===== config.mk =====
export PLATFORM = sky130hd
export DESIGN_NAME = pwm_align_chan
export DESIGN_NICKNAME = d
export VERILOG_FILES = /design/src/rtl/pwm_align_chan.sv
export SDC_FILE = /design/constraint.sdc
export NUM_CORES = 1
export LEC_CHECK = 0
export BUFFER_PORTS_ARGS = -buffer_cell sky130_fd_sc_hd__buf_2
export CORE_ASPECT_RATIO = 0.7
export CORE_MARGIN = 2
export CORE_UTILIZATION = 45
export CTS_CLUSTER_DIAMETER = 200
export CTS_CLUSTER_SIZE = 12
export DETAILED_ROUTE_END_ITERATION = 16
export MAX_ROUTING_LAYER = met4
export SKIP_LAST_GASP = 1
export SLEW_MARGIN = 20
export SYNTH_ARGS = -nofsm -noshare
export SYNTH_HDL_FRONTEND = slang
export SYNTH_SLANG_ARGS = --single-unit
export TNS_END_PERCENT = 100

===== constraint.sdc =====
create_clock -name clk -period 4.1 [get_ports clk]
set_input_delay 0.41 -clock clk [delete_from_list [all_inputs] [get_ports clk]]
set_output_delay 0.41 -clock clk [all_outputs]
set_load 0.02 [all_outputs]

===== src/rtl/pwm_align_chan.sv =====
module pwm_align_chan #(
  parameter int W = 8
) (
  input  logic         clk,
  input  logic         rst_n,
  input  logic         tick,
  input  logic         en,
  input  logic         pol,
  input  logic         center,
  input  logic         cnt_clr,
  input  logic         per_wr,
  input  logic [W-1:0] per_in,
  input  logic         dty_wr,
  input  logic [W-1:0] dty_in,
  output logic         pwm_out,
  output logic [W-1:0] cnt_out
);

  localparam logic [W-1:0] ONE  = W'(1);
  localparam logic [W-1:0] ZERO = '0;

  logic [W-1:0] cnt, cnt_nx;
  logic [W-1:0] per_buf, dty_buf, per_act, dty_act;
  logic         down, down_nx, reload;

  always_comb begin
    cnt_nx  = cnt;
    down_nx = down;
    reload  = 1'b0;
    if (!en || cnt_clr) begin
      cnt_nx  = ZERO;
      down_nx = 1'b0;
      reload  = 1'b1;
    end else if (tick) begin
      if (per_act == ZERO) begin
        cnt_nx  = ZERO;
        down_nx = 1'b0;
        reload  = 1'b1;
      end else if (!center) begin
        down_nx = 1'b0;
        if (cnt >= per_act - ONE) begin
          cnt_nx = ZERO;
          reload = 1'b1;
        end else begin
          cnt_nx = cnt + ONE;
        end
      end else if (!down) begin
        if (cnt >= per_act - ONE) begin
          cnt_nx  = per_act;
          down_nx = 1'b1;
        end else begin
          cnt_nx = cnt + ONE;
        end
      end else if (cnt <= ONE) begin
        cnt_nx  = ZERO;
        down_nx = 1'b0;
        reload  = 1'b1;
      end else begin
        cnt_nx = cnt - ONE;
      end
    end
  end

  always_ff @(posedge clk or negedge rst_n) begin
    if (!rst_n) begin
      cnt     <= ZERO;
      down    <= 1'b0;
      per_buf <= ZERO;
      dty_buf <= ZERO;
      per_act <= ZERO;
      dty_act <= ZERO;
    end else begin
      cnt  <= cnt_nx;
      down <= down_nx;
      if (per_wr) per_buf <= per_in;
      if (dty_wr) dty_buf <= dty_in;
      if (reload) begin
        per_act <= per_buf;
        dty_act <= dty_buf;
      end
    end
  end

  logic active;
  assign active  = en && (down ? (cnt <= dty_act) : (cnt < dty_act));
  assign pwm_out = active ? pol : !pol;
  assign cnt_out = cnt;

  p_wrap_r1: assert property (@(posedge clk) disable iff (!rst_n)
    (en && tick && !cnt_clr && !center && per_act != ZERO && cnt == per_act - ONE) |=> cnt == ZERO);

  p_bound_r3: assert property (@(posedge clk) disable iff (!rst_n)
    (en && per_act != ZERO) |-> cnt <= per_act);

  p_zero_duty_r5: assert property (@(posedge clk) disable iff (!rst_n)
    (en && dty_act == ZERO) |-> pwm_out == !pol);

  p_swap_at_zero_r6: assert property (@(posedge clk) disable iff (!rst_n)
    !($stable(per_act) && $stable(dty_act)) |-> cnt == ZERO);

  p_clear_r7: assert property (@(posedge clk) disable iff (!rst_n)
    (en && cnt_clr) |=> cnt == ZERO);

  p_idle_cnt_r8: assert property (@(posedge clk) disable iff (!rst_n)
    !en |=> cnt == ZERO);

  p_idle_out_r8: assert property (@(posedge clk) disable iff (!rst_n)
    !en |-> pwm_out == !pol);

  p_hold_r9: assert property (@(posedge clk) disable iff (!rst_n)
    (en && !tick && !cnt_clr) |=> $stable(cnt));

endmodule


# After elaboration in Yosys (flattened, before gate mapping)
# Cells that the tools add are included.
[word_totals]
ff_bits = 41
inputBits = 25
[classes]
n_addsub = 3
magnitude_cmp = 4
n_mux = 23
reduce_logical = 6
[ops]
columns = ["op", "n"]
rows = [
  ["$mux W8", 8],
  ["$sub A8 B1 Y8 const B", 2],
  ["$mux W1", 15],
  ["$add A8 B1 Y8 const B", 1],
  ["$ge A8 B8 Y1", 1],
  ["$le A8 B1 Y1 const B", 1],
  ["$le A8 B8 Y1", 1],
  ["$logic_not A8 Y1", 1],
  ["$lt A8 B8 Y1", 1],
  ["$logic_not A1 Y1", 2],
  ["$reduce_bool A2 Y1", 1],
  ["$logic_and A1 B1 Y1", 1],
  ["$logic_or A1 B1 Y1", 1],
]

# Logic depth before layout (Yosys ltp)
# Gate-level depths: netlist of the first run.
[depth]
ltp_word = 8
depth_mapped = 13
mapped_depth_nobuf = 11

# Least setup slack after synthesis of the first run
# OpenSTA, ideal clock, no wires.
[synth_timing]
path_type = "register to register"
start = "reg per_act[6]"
end = "reg dty_act[4]"
arrival_ns = 3.020
required_ns = 3.975
setup_slack_ns = 0.955
stages_incl_launch_ff = 13
path_buffers = 3
period_less_slack_ns = 3.145
cell_sequence = "dfrtp_1 or4_1 clkbuf_1 nor4_1 xnor2_1 ha_1 nand2_1 o21ai_0 a211oi_1 or3_1 buf_6 buf_12 mux2_4"
[synth_via]
elab_chain_cells = 7
[synth_rtl]
columns = ["element", "line_no", "source"]
rows = [
  ["start: declaration", "23", "logic [W-1:0] per_buf, dty_buf, per_act, dty_act;"],
  ["start signal: assignment", "78", "per_act <= per_buf;"],
  ["$sub A8 B1 Y8", "41", "if (cnt >= per_act - ONE) begin"],
  ["$ge A8 B8 Y1", "41", ""],
  ["$mux W1", "41", ""],
  ["$mux W1", "39", "end else if (!center) begin"],
  ["$mux W1 *", "35", "if (per_act == ZERO) begin"],
  ["$mux W1 *", "34", "end else if (tick) begin"],
  ["$mux W1 *", "30", "if (!en || cnt_clr) begin"],
  ["end signal: assignment", "79", "dty_act <= dty_buf;"],
  ["end: declaration", "23", ""],
]
# Every way passes the cells marked *; elsewhere a longest branch is shown, timed or not.
# A chain may end at the register's enable or synchronous reset.

# Worst setup path after layout of the first run
[layout_timing]
start = "reg per_act[6]"
end = "reg dty_act[0]"
# The elaborated chain is that of the path after synthesis.

==> results of run 1 <==
-- where the power goes --
| part | internal, W | switching, W |
|---|---|---|
| clock | 0.000118 | 0.000148 |
| combinational | 0.000115 | 0.000110 |
| sequential | 0.000448 | 0.0000427 |
-- cell type report --
type	count	area share
sequential	41	0.337
multi-input combinational	190	0.513
clock buffer	5	0.0226
tap	75	0.0309
clock inverter	3	0.00576
timing repair buffer	39	0.0691
inverter	17	0.0210
-- registers in the layout (all words and copies together), names as in the netlist --
register,count
cnt_out,8
dty_act,8
dty_buf,8
per_act,8
per_buf,8
down,1
-- cells in the final DEF (no fill, tap or decap), types with 3 or more instances in the layout --
cell type   n
o221ai_1    6
buf_2      33
o21ai_0    13
mux2_2     26
nor4_1      6
inv_1      17
clkbuf_8    5
buf_4       6
nand3_1     6
o211ai_1    4
nand2_1    14
dfrtp_1    41
ha_1       21
mux2_4     10
xor2_1      3
nor2b_1     3
a211oi_1    5
xnor2_1     7
nor2_1     10
nor3_1      7
a21o_1      3
nand2b_1    4
nand4_1     3
a21oi_1     8
-- per-stage QoR --
step	cells	total power [W]
after floorplan	261	0.000656
after global routing	370	0.00104
after CTS	370	0.000992
after global placement	362	0.000717
after detailed placement	362	0.000724
final	370	0.000981
-- worst max-delay path, stage by stage, from the launching register on --
cell      delay [ps]
dfrtp_1          420
or4_1            640
nor4_1           270
xnor2_1          170
ha_1             280
a21oi_1          150
o21ai_0          190
a211oi_1         240
or3_1            720
mux2_2           420
-- logic make-up (layout without fill, tap and decap cells) --
group	Yosys count	after routing	synth area share
xor gates and xnor gates	10	10	0.0320
buffers and inverters	30	64	0.0535
DFF	41	41	0.375
muxes	36	36	0.162
AOI/OAI and AO/OA	56	56	0.143
adders and majority gates	21	21	0.0961
and+or+nand+nor	67	67	0.138
-- final timing paths --
| check | startpoint | endpoint | slack (ps) | cells after the start |
|---|---|---|---|---|
| worst max-delay path | per_act[6]$_DFFE_PN0P_ | dty_act[0]$_DFFE_PN0P_ | 480 | 9 |
| worst min-delay path | rst_n | cnt_out[5]$_DFFE_PN0P_ | 230 | 1 |
| worst max register to register | per_act[6]$_DFFE_PN0P_ | dty_act[0]$_DFFE_PN0P_ | 480 | 9 |
| worst min register to register | per_buf[5]$_DFFE_PN0P_ | per_act[5]$_DFFE_PN0P_ | 510 | 1 |
| max in group asynchronous | rst_n | per_buf[3]$_DFFE_PN0P_ | 3300 | 1 |
| min in group clk | dty_in[2] | dty_buf[2]$_DFFE_PN0P_ | 340 | 2 |
-- per-layer routing --
metal | global-route usage | up-vias | share of wire
met1 | 0.307 | 1013 | 0.49
met2 | 0.280 | 90 | 0.41
met4 | 0.0657 | 0 | 0.019
li1 | - | 1039 | -
met3 | 0.0514 | 15 | 0.076
met5 | - | - | 0
==> impl_metrics.json, run 1 <==
{
  "grt_pass1_wl_mm": 10.8,
  "cts_tree": "yes",
  "cts_hold_buf": 0,
  "core_sq_mm": 0.00578,
  "regArea_sq_mm": 0.00103,
  "grt_overflow": 0,
  "p_leak_nw": 1.38,
  "fmax_ghz": 0.276,
  "drt-wirelength-per-cell_microns": 17.3,
  "grt_max_degree": 42,
  "numCtsBuffers": 5,
  "multi_input_area_sq_mm": 0.00156,
  "cts_sinks": 41,
  "slew_violations": 0,
  "critical_path_class": "reg -> reg",
  "arrival_ps": 3810,
  "wl_mm": 6.42,
  "start_util": 0.473,
  "io_pins": 34,
  "crit_fanout": 16,
  "diodes": 0,
  "worst_setup_path_start_kind": "flop",
  "cts_root_buffer": "clkbuf_8",
  "track_usage": 0.208,
  "finalHoldViolCount": 0,
  "dr_total_vias": 2157,
  "placementRows": 23,
  "ys_types": 49,
  "final_util": 0.526,
  "worstMarginPinSlew_ps": 905,
  "synth.avg_cell_area_sq_um": 10.5,
  "clock_skew_ps": 9.98,
  "fin_setup_tns_ps": 0,
  "final_cell_area_sq_mm": 0.00304,
  "syn_nets": 307,
  "cts_resized": 0,
  "netlist.area_leader.share": 0.375,
  "yosys_warnings": 0,
  "clockBufferDepth": 2,
  "clk_pin_slew_worst_paths_ps": 90,
  "syn_area_sq_mm": 0.00273,
  "synth_top_cell_by_area": "dfrtp_1",
  "clock_latency_ps": 300,
  "ant_nets": 0,
  "synthTopCellsByArea": "dfrtp_1 (38%), mux2_2 (11%), ha_1 (9.6%), mux2_4 (5.5%), o21ai_0 (2.4%)",
  "firstDrtPassIters": 4,
  "routed_via_density": 5.83,
  "grt_pass1_vias": 2094,
  "synth.top_cells.by_count": "dfrtp_1 (41), mux2_2 (26), ha_1 (21), inv_1 (17), nand2_1 (14)",
  "setup_viol": 0,
  "place_ws_ps": 501,
  "nFillCells": 539,
  "fin_nets": 340,
  "end_kind": "flop",
  "worst_slack_ps": 481,
  "ys_dominant_reg_cell": "dfrtp_1",
  "hp-class": "in -> async",
  "antenna_found_initial": 0,
  "synth-async-reset-ratio": 1.00,
  "period_minus_slack_ps": 3620,
  "synth_edf_count": 0,
  "maxSlewHeadroom": 0.396,
  "required_ps": 4290,
  "power.density_mw_per_mm2": 323,
  "drc_errors": 0,
  "gp_congestion": 0.883,
  "peakVddDrop_mv": 0.200,
  "post_cts_buffers": 0,
  "dieHeight_microns": 69.2,
  "drive_gt1_frac": 0.295,
  "maxCapViolCount": 0,
  "dpl_cell_area_sq_mm": 0.00296,
  "die_w_microns": 97.2,
  "finalCritPeriodShare": 0.883,
  "holdWs_ps": 227,
  "status": "finished, final reports clean",
  "ys_seq_elements": 41,
  "rsz0062_at_grt": "false",
  "yosys.cell_count.top_type": "dfrtp_1",
  "ys_seq_area_frac": 0.375,
  "ctsHtreeMaxLevel": 2,
  "hpwl_mm": 4.71,
  "io_buffers": 33,
  "synthCells": 261,
  "dr.first_iter.drc_count": 125,
  "die_area_sq_mm": 0.00672,
  "layout-area-overhead-vs-synth_pct": 11.3
}
No activity file was read; power rests on OpenSTA's default activity.
==> inputs of run 2 (changes only) <==
- CTS_BUF_LIST: unset -> sky130_fd_sc_hd__clkbuf_16
==> run 2 against run 1 <==
  * Die area unchanged
  * Clock skew shrank 5.2 ps
  * Largest power group unchanged
  * Utilization rose by 0.97 points
  * First-iteration DRC count decreased by 4.8%
  * Clock-buffer cell count stayed put
  * Combinational power is essentially flat
  * Critical path depth is the same
  * Routed wire length increased by 0.48%
==> impl_metrics.json, run 2 (same netlist as run 1, synthesis figures left out) <==
{
  "dieHeight_microns": 69.2,
  "regArea_sq_mm": 0.00103,
  "clk_pin_slew_worst_paths_ps": 60,
  "seq_power_share": 0.448,
  "grt_pass1_wl_mm": 10.8,
  "cts_root_buffer": "clkbuf_16",
  "worstMarginPinSlew_ps": 915,
  "die_w_microns": 97.2,
  "hp-class": "in -> async",
  "ctsHtreeMaxLevel": 2,
  "dr_total_vias": 2164,
  "hpwl_mm": 4.71,
  "critPathBufInv": 0,
  "maxCapViolCount": 0,
  "firstDrtPassIters": 4,
  "status": "finished, final reports clean",
  "post_cts_buffers": 0,
  "switching_power_w": 0.000310,
  "clockBufferDepth": 2,
  "diodes": 0,
  "track_usage": 0.207,
  "ff2ff_setup_slack_ps": 420,
  "multi_input_area_sq_mm": 0.00156,
  "power_frac_comb": 0.206,
  "grt_pass1_vias": 2087,
  "slew_violations": 0,
  "die_area_sq_mm": 0.00672,
  "worst_r2r_endpoint": "dty_act[0]$_DFFE_PN0P_",
  "rr_startpoint": "per_act[5]$_DFFE_PN0P_",
  "wl_mm": 6.45,
  "arrival_ps": 3840,
  "antenna_found_initial": 0,
  "crit_slowest_cell": "or3_1",
  "grt_max_degree": 42,
  "ant_nets": 0,
  "crit_family": "simple AND/OR/NAND/NOR gates",
  "place_ws_ps": 501,
  "gp_congestion": 0.883,
  "final_cell_mix": "dfrtp_1 (41), buf_2 (33), mux2_2 (26), ha_1 (21), inv_1 (17)",
  "critical_path_class": "reg -> reg",
  "p_leak_nw": 1.41,
  "setup_viol": 0,
  "dr.first_iter.drc_count": 119,
  "slowest_delay_ps": 720,
  "grt_overflow": 0,
  "clock_power_share": 0.346,
  "drive_gt1_frac": 0.295,
  "cts_tree": "yes",
  "power.density_mw_per_mm2": 354,
  "cts_hold_buf": 0,
  "required_ps": 4260,
  "placementRows": 23,
  "drc_errors": 0,
  "cts_resized": 0,
  "crit_fanout": 16,
  "io_buffers": 33,
  "numCtsBuffers": 5,
  "worst_setup_path_start_kind": "flop",
  "finalHoldViolCount": 0,
  "switching_share": 0.282,
  "clock_skew_ps": 4.82,
  "p_int_w": 0.000787,
  "rsz0062_at_grt": "false",
  "layout-area-overhead-vs-synth_pct": 13.3,
  "nFillCells": 535,
  "period_minus_slack_ps": 3680,
  "cts_sinks": 41,
  "worst_slack_ps": 422,
  "crit_chain": "or4_1 -> nor4_1 -> xnor2_1 -> ha_1 -> a21oi_1 -> o21ai_0 -> a211oi_1 -> or3_1 -> mux2_2",
  "core_sq_mm": 0.00578,
  "maxSlewHeadroom": 0.390,
  "clock_latency_ps": 280,
  "routed_via_density": 5.85,
  "io_pins": 34,
  "reg2reg_depth": 9,
  "drt-wirelength-per-cell_microns": 17.4,
  "peakVddDrop_mv": 0.162,
  "finalCritPeriodShare": 0.897,
  "end_kind": "flop",
  "layout_commonest_cell": "dfrtp_1",
  "fmax_ghz": 0.272,
  "fin_nets": 340,
  "start_util": 0.473,
  "fin_setup_tns_ps": 0
}
-- run 2: worst max-delay path by stage --
| stage | endpoint | startpoint | cells after the start | slack, ps |
|---|---|---|---|---|
| 2_1_floorplan | dty_act[4]$_DFFE_PN0P_ | per_act[6]$_DFFE_PN0P_ | 12 | 950 |
| 3_3_place_gp | dty_act[3]$_DFFE_PN0P_ | per_act[5]$_DFFE_PN0P_ | 9 | 560 |
| 3_5_place_dp | dty_act[2]$_DFFE_PN0P_ | per_act[5]$_DFFE_PN0P_ | 9 | 500 |
| 4_1_cts | dty_act[0]$_DFFE_PN0P_ | per_act[5]$_DFFE_PN0P_ | 9 | 450 |
| 5_1_grt | dty_act[1]$_DFFE_PN0P_ | per_act[4]$_DFFE_PN0P_ | 9 | 170 |
| 6_report | dty_act[0]$_DFFE_PN0P_ | per_act[5]$_DFFE_PN0P_ | 9 | 420 |
-- run 2: per-layer routing --
metal,GRT usage,share of wire,up-vias
met5,-,0,-
met1,0.308,0.49,1008
li1,-,-,1042
met2,0.280,0.41,102
met3,0.0444,0.085,12
met4,0.0642,0.015,0
-- run 2: final cells by class --
cell class | count | area share
Clock buffer | 5 | 0.0404
Tap cell | 75 | 0.0303
Clock inverter | 3 | 0.00565
Sequential cell | 41 | 0.331
Timing Repair Buffer | 39 | 0.0679
Multi-Input combinational cell | 190 | 0.504
Inverter | 17 | 0.0206
-- run 2: through the flow --
step	util	total power, W	cells	hold slack, ps	instance area, sq um
after global placement	0.511	0.000717	362	487	2960
after detailed placement	0.511	0.000724	362	495	2960
after global routing	0.536	0.00116	370	329	3100
final	0.536	0.00110	370	260	3100
after floorplan	-	0.000656	261	114	2730
after CTS	0.536	0.00111	370	307	3100
-- run 2: power groups by stage --
stage | Clock, W | Combinational (W) | Sequential, W
2_1_floorplan | 0 | 0.000172 | 0.000484
6_report | 0.000379 | 0.000226 | 0.000491
3_3_place_gp | 0 | 0.000220 | 0.000497
3_5_place_dp | 0 | 0.000226 | 0.000498
5_1_grt | 0.000403 | 0.000253 | 0.000499
4_1_cts | 0.000387 | 0.000228 | 0.000491
==> inputs of run 3 (changes only) <==
- CORE_UTILIZATION: 45 -> 52
- PLACE_DENSITY: unset -> 0.73
- clock period: 4.1 -> 3.7 ns (I/O delays scaled with it)
==> run 3 against run 2 <==
  * Routed wire length down 6.1%
  * Clock power up 49%
  * Final cell count down 1.1%
  * Non-clock buffer count down 1
  * First-iteration DRC count up 50%
  * Critical endpoint is now per_act[3]$_DFFE_PN0P_
  * Global-route usage up 2.0 points
  * Register-to-register slack worse by 50 ps
==> impl_metrics.json, run 3 (same netlist as run 1, synthesis figures left out) <==
{
  "dieHeight_microns": 64.7,
  "final_cell_mix": "dfrtp_1 (41), buf_2 (33), mux2_2 (26), ha_1 (21), inv_1 (17)",
  "fin_nets": 339,
  "required_ps": 3870,
  "maxSlewHeadroom": 0.396,
  "peakVddDrop_mv": 0.295,
  "finalHoldViolCount": 0,
  "fin_setup_tns_ps": 0,
  "clock_skew_ps": 4.33,
  "io_buffers": 33,
  "clock_latency_ps": 280,
  "end_kind": "flop",
  "cts_resized": 0,
  "period_minus_slack_ps": 3330,
  "placementRows": 22,
  "grt_overflow": 0,
  "clk_pin_slew_worst_paths_ps": 60,
  "dr.first_iter.drc_count": 178,
  "cts_tree": "yes",
  "grt_max_degree": 42,
  "ctsHtreeMaxLevel": 2,
  "numCtsBuffers": 5,
  "hpwl_mm": 4.46,
  "crit_fanout": 16,
  "dr_total_vias": 2117,
  "post_cts_buffers": 0,
  "slew_violations": 0,
  "layout-area-overhead-vs-synth_pct": 14.8,
  "drive_gt1_frac": 0.293,
  "fmax_ghz": 0.300,
  "rsz0062_at_grt": "false",
  "critical_path_class": "reg -> reg",
  "routed_via_density": 5.78,
  "worstMarginPinSlew_ps": 905,
  "firstDrtPassIters": 4,
  "cts_sinks": 41,
  "place_ws_ps": 425,
  "arrival_ps": 3500,
  "hp-class": "in -> async",
  "maxCapViolCount": 0,
  "p_leak_nw": 1.43,
  "ant_nets": 0,
  "final_cell_area_sq_mm": 0.00314,
  "worst_setup_path_start_kind": "flop",
  "grt_pass1_vias": 2029,
  "io_pins": 34,
  "finalCritPeriodShare": 0.900,
  "cts_hold_buf": 0,
  "clockBufferDepth": 2,
  "core_sq_mm": 0.00515,
  "layout_commonest_cell": "dfrtp_1",
  "dpl_cell_area_sq_mm": 0.00294,
  "drc_errors": 0,
  "cts_root_buffer": "clkbuf_16",
  "drt-wirelength-per-cell_microns": 16.5,
  "die_w_microns": 90.7,
  "worst_slack_ps": 371,
  "diodes": 0,
  "start_util": 0.531,
  "gp_congestion": 0.977,
  "status": "finished, final reports clean",
  "track_usage": 0.227,
  "power.density_mw_per_mm2": 432,
  "nFillCells": 439,
  "grt_pass1_wl_mm": 10.1,
  "antenna_found_initial": 0,
  "die_area_sq_mm": 0.00586,
  "wl_mm": 6.05,
  "setup_viol": 0
}
==> run 3: cell count changes in the layout (fill, tap and decap cells not counted) <==
cell	before	now
inv_6	0	1
clkinvlp_4	1	0
buf_4	6	5
bufinv_16	0	2
clkinv_2	2	0
==> run 3: final timing paths <==
check,from,to,slack (ps),cells after the start
max,per_act[5]$_DFFE_PN0P_,per_act[3]$_DFFE_PN0P_,370,10
max in group asynchronous,rst_n,cnt_out[0]$_DFFE_PN0P_,2910,1
min reg2reg,per_buf[3]$_DFFE_PN0P_,per_act[3]$_DFFE_PN0P_,500,1
min,rst_n,cnt_out[3]$_DFFE_PN0P_,220,1
max reg2reg,per_act[5]$_DFFE_PN0P_,per_act[3]$_DFFE_PN0P_,370,10
min in group clk,dty_in[7],dty_buf[7]$_DFFE_PN0P_,320,2
==> run 3: final cells by class <==
cell class              instances  area [sq um]  area share
well taps                      72          90.1      0.0287
flip-flops and latches         41          1030       0.327
clock inverters                 3          68.8      0.0219
multi-input cells             190          1560       0.498
clock buffers                   5           125      0.0399
inverters                      17          63.8      0.0203
repair buffers                 38           203      0.0646
==> run 3: where the power goes <==
part	total [W]	internal [W]	switching [W]
Combinational	0.000251	0.000129	0.000122
Clock	0.000563	0.000389	0.000174
Sequential	0.000544	0.000497	0.0000469
==> run 3: worst max-delay path, stage by stage, from the launching register on <==
cell and delay, ps:
dfrtp_1 440, or4_1 640, nor4_1 270, xnor2_1 110, ha_1 330, nand2_1 70, o21ai_0 400, a211oi_1 100
or3_1 330, buf_4 230, mux2_4 320
==> run 3: layer usage <==
metal / up-vias / track usage / part of all wire
met1: 1014 / 0.323 / 0.49
met3: 5 / 0.0512 / 0.068
met2: 61 / 0.334 / 0.44
met4: 0 / 0.0481 / 0.0063
met5: - / - / 0
li1: 1037 / - / -
==> run 3: metrics by stage <==
step	power, W	cells	hold WS (ps)	util
after floorplan	0.000727	261	74.4	-
after global placement	0.000791	358	487	0.572
after detailed placement	0.000802	358	495	0.572
after CTS	0.00137	366	259	0.610
after global routing	0.00143	366	294	0.610
final	0.00136	366	218	0.610
